--- src/rtl/eps_pkg.sv ---
package eps_pkg;
  typedef struct packed {
    logic loadAddr;
    logic storeByte;
    logic advance;
    logic endTxn;
    logic commit;
  } epsStrobe_t;
endpackage

--- src/rtl/eps_ctrl.sv ---
module eps_ctrl
  import eps_pkg::*;
#(
  parameter int WRITE_TICKS = 20,
  parameter bit WHOLE_PROT  = 1'b1
) (
  input  logic       clk,
  input  logic       rstN,
  input  logic       wpIn,
  input  logic       addrLoad,
  input  logic       dataValid,
  input  logic       readAdvance,
  input  logic       stopSeen,
  input  logic       pageUpper,
  input  logic       pending,
  output epsStrobe_t strobe,
  output logic       busy
);
  localparam int TICK_W = $clog2(WRITE_TICKS) + 1;

  logic              busyQ;
  logic [TICK_W-1:0] tickQ;
  logic              protectHit;

  assign protectHit = wpIn & (WHOLE_PROT | pageUpper);

  // Priority: stop, then load, then store, then advance. Nothing while busy.
  always_comb begin
    strobe = '0;
    if (!busyQ) begin
      if (stopSeen) begin
        strobe.endTxn = 1'b1;
        strobe.commit = pending & ~protectHit;
      end else if (addrLoad) begin
        strobe.loadAddr = 1'b1;
      end else if (dataValid) begin
        strobe.storeByte = 1'b1;
      end else if (readAdvance) begin
        strobe.advance = 1'b1;
      end
    end
  end

  always_ff @(posedge clk) begin
    if (!rstN) begin
      busyQ <= 1'b0;
      tickQ <= '0;
    end else if (strobe.commit) begin
      busyQ <= 1'b1;
      tickQ <= TICK_W'(WRITE_TICKS - 1);
    end else if (busyQ) begin
      if (tickQ == '0) busyQ <= 1'b0;
      else             tickQ <= tickQ - 1'b1;
    end
  end

  assign busy = busyQ;
endmodule

--- src/rtl/eps_datapath.sv ---
module eps_datapath
  import eps_pkg::*;
#(
  parameter int MEM_BYTES  = 256,
  parameter int PAGE_BYTES = 8
) (
  input  logic                         clk,
  input  logic                         rstN,
  input  epsStrobe_t                   strobe,
  input  logic [$clog2(MEM_BYTES)-1:0] addrIn,
  input  logic [7:0]                   dataIn,
  output logic [$clog2(MEM_BYTES)-1:0] curAddr,
  output logic [7:0]                   readData,
  output logic                         pageUpper,
  output logic                         pending
);
  localparam int ADDR_W = $clog2(MEM_BYTES);
  localparam int PAGE_W = $clog2(PAGE_BYTES);

  logic [ADDR_W-1:0]     addrQ;
  logic [7:0]            pageBuf [PAGE_BYTES];
  logic [PAGE_BYTES-1:0] maskQ;
  logic [7:0]            mem     [MEM_BYTES];

  // Word address counter: full roll on read, in-page wrap on write.
  always_ff @(posedge clk) begin
    if (!rstN) begin
      addrQ <= '0;
    end else if (strobe.loadAddr) begin
      addrQ <= addrIn;
    end else if (strobe.storeByte) begin
      addrQ <= {addrQ[ADDR_W-1:PAGE_W], addrQ[PAGE_W-1:0] + PAGE_W'(1)};
    end else if (strobe.advance) begin
      addrQ <= addrQ + 1'b1;
    end
  end

  // Page staging buffer with a per-offset received mask.
  always_ff @(posedge clk) begin
    if (!rstN) begin
      maskQ <= '0;
      for (int j = 0; j < PAGE_BYTES; j++) pageBuf[j] <= '0;
    end else if (strobe.loadAddr || strobe.endTxn) begin
      maskQ <= '0;
    end else if (strobe.storeByte) begin
      pageBuf[addrQ[PAGE_W-1:0]] <= dataIn;
      maskQ[addrQ[PAGE_W-1:0]]   <= 1'b1;
    end
  end

  // Byte array: all received offsets of the page commit in one step.
  always_ff @(posedge clk) begin
    if (!rstN) begin
      for (int i = 0; i < MEM_BYTES; i++) mem[i] <= '0;
    end else if (strobe.commit) begin
      for (int j = 0; j < PAGE_BYTES; j++) begin
        if (maskQ[j]) mem[{addrQ[ADDR_W-1:PAGE_W], PAGE_W'(j)}] <= pageBuf[j];
      end
    end
  end

  assign curAddr   = addrQ;
  assign readData  = mem[addrQ];
  assign pageUpper = addrQ[ADDR_W-1];
  assign pending   = |maskQ;
endmodule

--- src/rtl/eeprom_page_store.sv ---
module eeprom_page_store
  import eps_pkg::*;
#(
  parameter int MEM_BYTES   = 256,
  parameter int WRITE_TICKS = 20
) (
  input  logic                         clk,
  input  logic                         rstN,
  input  logic                         wpIn,
  input  logic                         addrLoad,
  input  logic [$clog2(MEM_BYTES)-1:0] addrIn,
  input  logic                         dataValid,
  input  logic [7:0]                   dataIn,
  input  logic                         readAdvance,
  input  logic                         stopSeen,
  output logic [$clog2(MEM_BYTES)-1:0] curAddr,
  output logic [7:0]                   readData,
  output logic                         busy
);
  localparam int ADDR_W     = $clog2(MEM_BYTES);
  localparam int PAGE_BYTES = (MEM_BYTES <= 256) ? 8 : 16;
  localparam int PAGE_W     = $clog2(PAGE_BYTES);
  localparam bit WHOLE_PROT = (MEM_BYTES < 2048);

  epsStrobe_t strobe;
  logic       pageUpper;
  logic       pending;

  eps_ctrl #(.WRITE_TICKS(WRITE_TICKS), .WHOLE_PROT(WHOLE_PROT)) uCtrl (
    .clk(clk), .rstN(rstN), .wpIn(wpIn), .addrLoad(addrLoad),
    .dataValid(dataValid), .readAdvance(readAdvance), .stopSeen(stopSeen),
    .pageUpper(pageUpper), .pending(pending), .strobe(strobe), .busy(busy)
  );

  eps_datapath #(.MEM_BYTES(MEM_BYTES), .PAGE_BYTES(PAGE_BYTES)) uData (
    .clk(clk), .rstN(rstN), .strobe(strobe), .addrIn(addrIn), .dataIn(dataIn),
    .curAddr(curAddr), .readData(readData), .pageUpper(pageUpper),
    .pending(pending)
  );
endmodule

--- config.mk ---
export PLATFORM = sky130hd
export DESIGN_NAME = eeprom_page_store
export DESIGN_NICKNAME = d
export VERILOG_FILES = /design/src/rtl/eps_pkg.sv /design/src/rtl/eps_ctrl.sv /design/src/rtl/eps_datapath.sv /design/src/rtl/eeprom_page_store.sv
export SDC_FILE = /design/constraint.sdc
export NUM_CORES = 2
export LEC_CHECK = 0
export ABC_AREA = 1
export BUFFER_PORTS_ARGS = -buffer_cell sky130_fd_sc_hd__buf_4
export CORE_MARGIN = 2
export CORE_UTILIZATION = 60
export CTS_CLUSTER_SIZE = 40
export DETAILED_ROUTE_END_ITERATION = 8
export HOLD_SLACK_MARGIN = 0.02
export MAX_ROUTING_LAYER = met4
export PLACE_DENSITY_LB_ADDON = 0.1
export SLEW_MARGIN = 5
export SYNTH_ARGS = -nofsm -noshare
export SYNTH_HDL_FRONTEND = slang
export SYNTH_SLANG_ARGS = --single-unit
--- constraint.sdc ---
create_clock -name clk -period 4.49 [get_ports clk]
set_clock_uncertainty 0.2 [all_clocks]
set_input_delay 0.6735 -clock clk [delete_from_list [all_inputs] [get_ports clk]]
set_output_delay 0.6735 -clock clk [all_outputs]
set_load 0.01 [all_outputs]
==> key figures <==
Status
  – Status: finished, violations left
  – Failing checks: setup timing

Floorplanning
  – Chip Height: 413 um
  – Core Region: 0.167 mm2
  – Die area: 0.171 mm2
  – Die W: 413 um
  – Std-Cell Rows: 150
  – Initial Util: 60.2%
  – Io pins: 40

Yosys
  – Top post-synthesis cells by area: edfxtp_1 63%, nand2_1 22%, nor2_1 8.4%, clkbuf_1 1.8%, nand2_2 0.90%
  – Ys Warns: 0
  – Register area share after synthesis: 63.6%
  – Synthesized area: 0.100 mm2
  – Synth Register Bits: 2,135
  – Mean area per synthesized cell: 8.73 um2
  – Post-synth top area share: 63.2%
  – Syn Nets: 11,500
  – Cell taking the most area after synthesis: edfxtp_1
  – Synth cell types: 29
  – Cells after synthesis: 11,500

Global routing
  – Met2 usage: 61.7%
  – M1 GR Usage: 63.3%
  – Total gr overflow: 0
  – Initial antenna violation count: 9
  – Routing usage on met3: 21.4%
  – Largest net degree at the start of global routing: 147
  – GRT Max-Usage Layer: met1
  – Total GRT Usage: 47.4%
  – Vias in the first global route: 75,800
  – Global-route wire length before repair: 546,000 um

Clock network
  – CTS root buf: clkbuf_16
  – Clock buffer depth: 3
  – CTS Sinks: 2,135
  – Worst-Skew Late Latency: 880 ps
  – Num CTS Buffers: 217
  – Maximum level of the CTS H-tree: 4
  – CTS tree: yes
  – Clk pin slew, worst setup/hold paths: 60 ps

Timing
  – Setup WS post-layout: -166 ps
  – Crit path time final: 4660 ps
  – Final Max Tran Viols: 0
  – Final period util: 104%
  – Peak Freq: 215 MHz
  – Slew @ Worst Pin: 1310 ps
  – Hold Violations, Final: 0
  – Final setup viols: 7
  – Worst relative slew slack: 12.8%
  – RSZ-0062 raised after global routing: yes

Power
  – Pwr dens: 425 mW/mm2
  – Leakage: 49.8 nW
  – PnR Total Power: 0.0481 W
  – Peak VDD IR: 443 uV

Cells and area
  – Commonest non-fill, non-tap cell in the layout: nand2_1
  – Layout net count: 11,500
  – Most frequent cells in the layout: 5,802 x nand2_1, 2,215 x nor2_1, 2,112 x edfxtp_1, 264 x buf_4
  – Area Overhead vs Synth: 12.8%
  – Util after Layout: 67.9%
  – Layout cells sized above 1: 9.92%

Worst setup path
  – CP Capture Type: output pin
  – Cell family with most CP delay: simple AND/OR/NAND/NOR gates
  – Crit path max fanout: 24
  – CP Data Required Time: 3620 ps
  – Startpoint types: flop
  – Worst EP arrival: 3780 ps
  – Bufs and invs on worst path: 5
  – Cell mode on critical path: nand2_1
  – Slowest CP cell: dfxtp_4
  – Worst r2r src: uCtrl.busy$_SDFF_PN0_
  – Worst path max stage delay: 360 ps
  – CP Class: flop to output pin
  – CP Launch Point: uData.curAddr[0]$_SDFFE_PN0P_
  – Crit-path cells: buf_12 > inv_16 > buf_16 > buf_4 > nand2_1 > nand2_1 > nand2_1 > nand2_1 > nand2_1 > nand2_1 > nand2_1 > nand4_1 > nand2_1 > nand2_2 > nor2_2 > nand2_4 > buf_6

Job
  – Max-cap violations: 0

Routing
  – DRT Pass-1 Iters: 7
  – Iteration-0 DRC Markers: 16,200
  – Overall via count from detail_route: 85,100
  – Routed WL: 400,000 um
  – Post-route ant nets: 0
  – DR vias/cell: 6.14
  – Wire per inst: 28.9 um
  – Remaining DRCs: 0

Placed design
  – GPL Wtd Cong: 1.04
  – DP Wirelength: 253,000 um
  – PortBufs: 39

Min path
  – Hold path start: addrLoad
  – Worst hold-check path type: primary input to flop
[through the flow]
step                      TNS [ps]  cell area [um2]  hold WS [ps]  setup slack [ps]  std cells
after floorplan                  0           100000           251              1760      11500
after global placement           0           104000           269              83.1      13400
after detailed placement         0           104000           282               100      13400
after CTS                    -93.6           112000          73.1             -67.9      13800
after global routing          -167           113000           133             -57.7      13900
final                         -570           113000           135              -166      13900
[layout make-up]
type | instances | area (um2)
Tap cell | 2204 | 2760
Timing Repair Buffer | 404 | 4840
Timing Repair inverter | 3 | 31.3
Fill cell | 13400 | 53400
Antenna cell | 10 | 25.0
Sequential cell | 2135 | 63900
Clock buffer | 277 | 5870
Inverter | 164 | 699
Multi-Input combinational cell | 8532 | 33800
Clock inverter | 137 | 1310
[kinds of logic (layout without fill, tap and decap cells)]
kind of cell | after synthesis | after routing | share of synthesized area, %
xor gates and xnor gates | 2 | 2 | 0.0174
other | 0 | 10 | 0
and+or+nand+nor | 8393 | 8393 | 32.2
buffers and inverters | 834 | 985 | 3.36
DFF | 2135 | 2135 | 63.6
adders and majority gates | 3 | 3 | 0.0374
AOI/OAI and AO/OA | 134 | 134 | 0.780
[worst reg2reg max path, cell delays in order, from the launching register on]
cell     delay, ps
dfxtp_1        590
inv_1          150
nand2_1         80
nor2_1          90
nand2_1        550
nor3_4        1110
buf_4          270
nand2_1        240
nand2_1        440
[repair_timing]
item / in CTS / in global routing
resized for setup: 145 / 158
setup buffers: 21 / 14
pin swaps: 26 / 53
hold endpoints to repair: 8 / 0
hold buffers: 8 / 0
endpoints found under the setup margin: 8 / 8
cloned: 18 / 14
[flip-flops by register name, summed over array words and instances (netlist names)]
name	cells
uData.mem	2048
uData.pageBuf	64
uData.curAddr	8
uData.maskQ	8
uCtrl.tickQ	6
uCtrl.busy	1
[metal layers]
layer	vias up	wire length, um
met5	-	0
met4	0	21200
met3	1186	75700
met2	7378	160000
met1	40100	143000
li1	36500	-
[synth_stat cells (all sizes together)]
cell    number
a21oi       15
a221oi       1
a31oi        3
buf        185
bufinv       1
clkbuf     485
clkinv       1
dfxtp       23
edfxtp    2112
ha           3
inv        162
nand2     6050
nand3       11
nand4       25
nor2      2275
nor3        15
nor4         2
o211ai      42
o21ai       73
or2         15
xor2         2
[final timing paths]
| kind | slack [ps] | cells past startpoint | to |
|---|---|---|---|
| setup / recovery | -170 | 17 | readData[1] |
| hold / removal | 140 | 3 | uData.curAddr[5]$_SDFFE_PN0P_ |
| setup reg to reg | 420 | 8 | uData.mem[85][1]$_SDFFCE_PN0P_ |
| hold reg to reg | 290 | 2 | uCtrl.tickQ[4]$_SDFFE_PN0P_ |
[power breakdown]
part | switching, W | leakage (nW) | internal [W] | total [W]
registers | 0.000223 | 22.0 | 0.0225 | 0.0227
logic | 0.00521 | 24.3 | 0.00158 | 0.00678
clock network | 0.00800 | 3.53 | 0.0106 | 0.0186
Power figures use the tool's default switching activity.
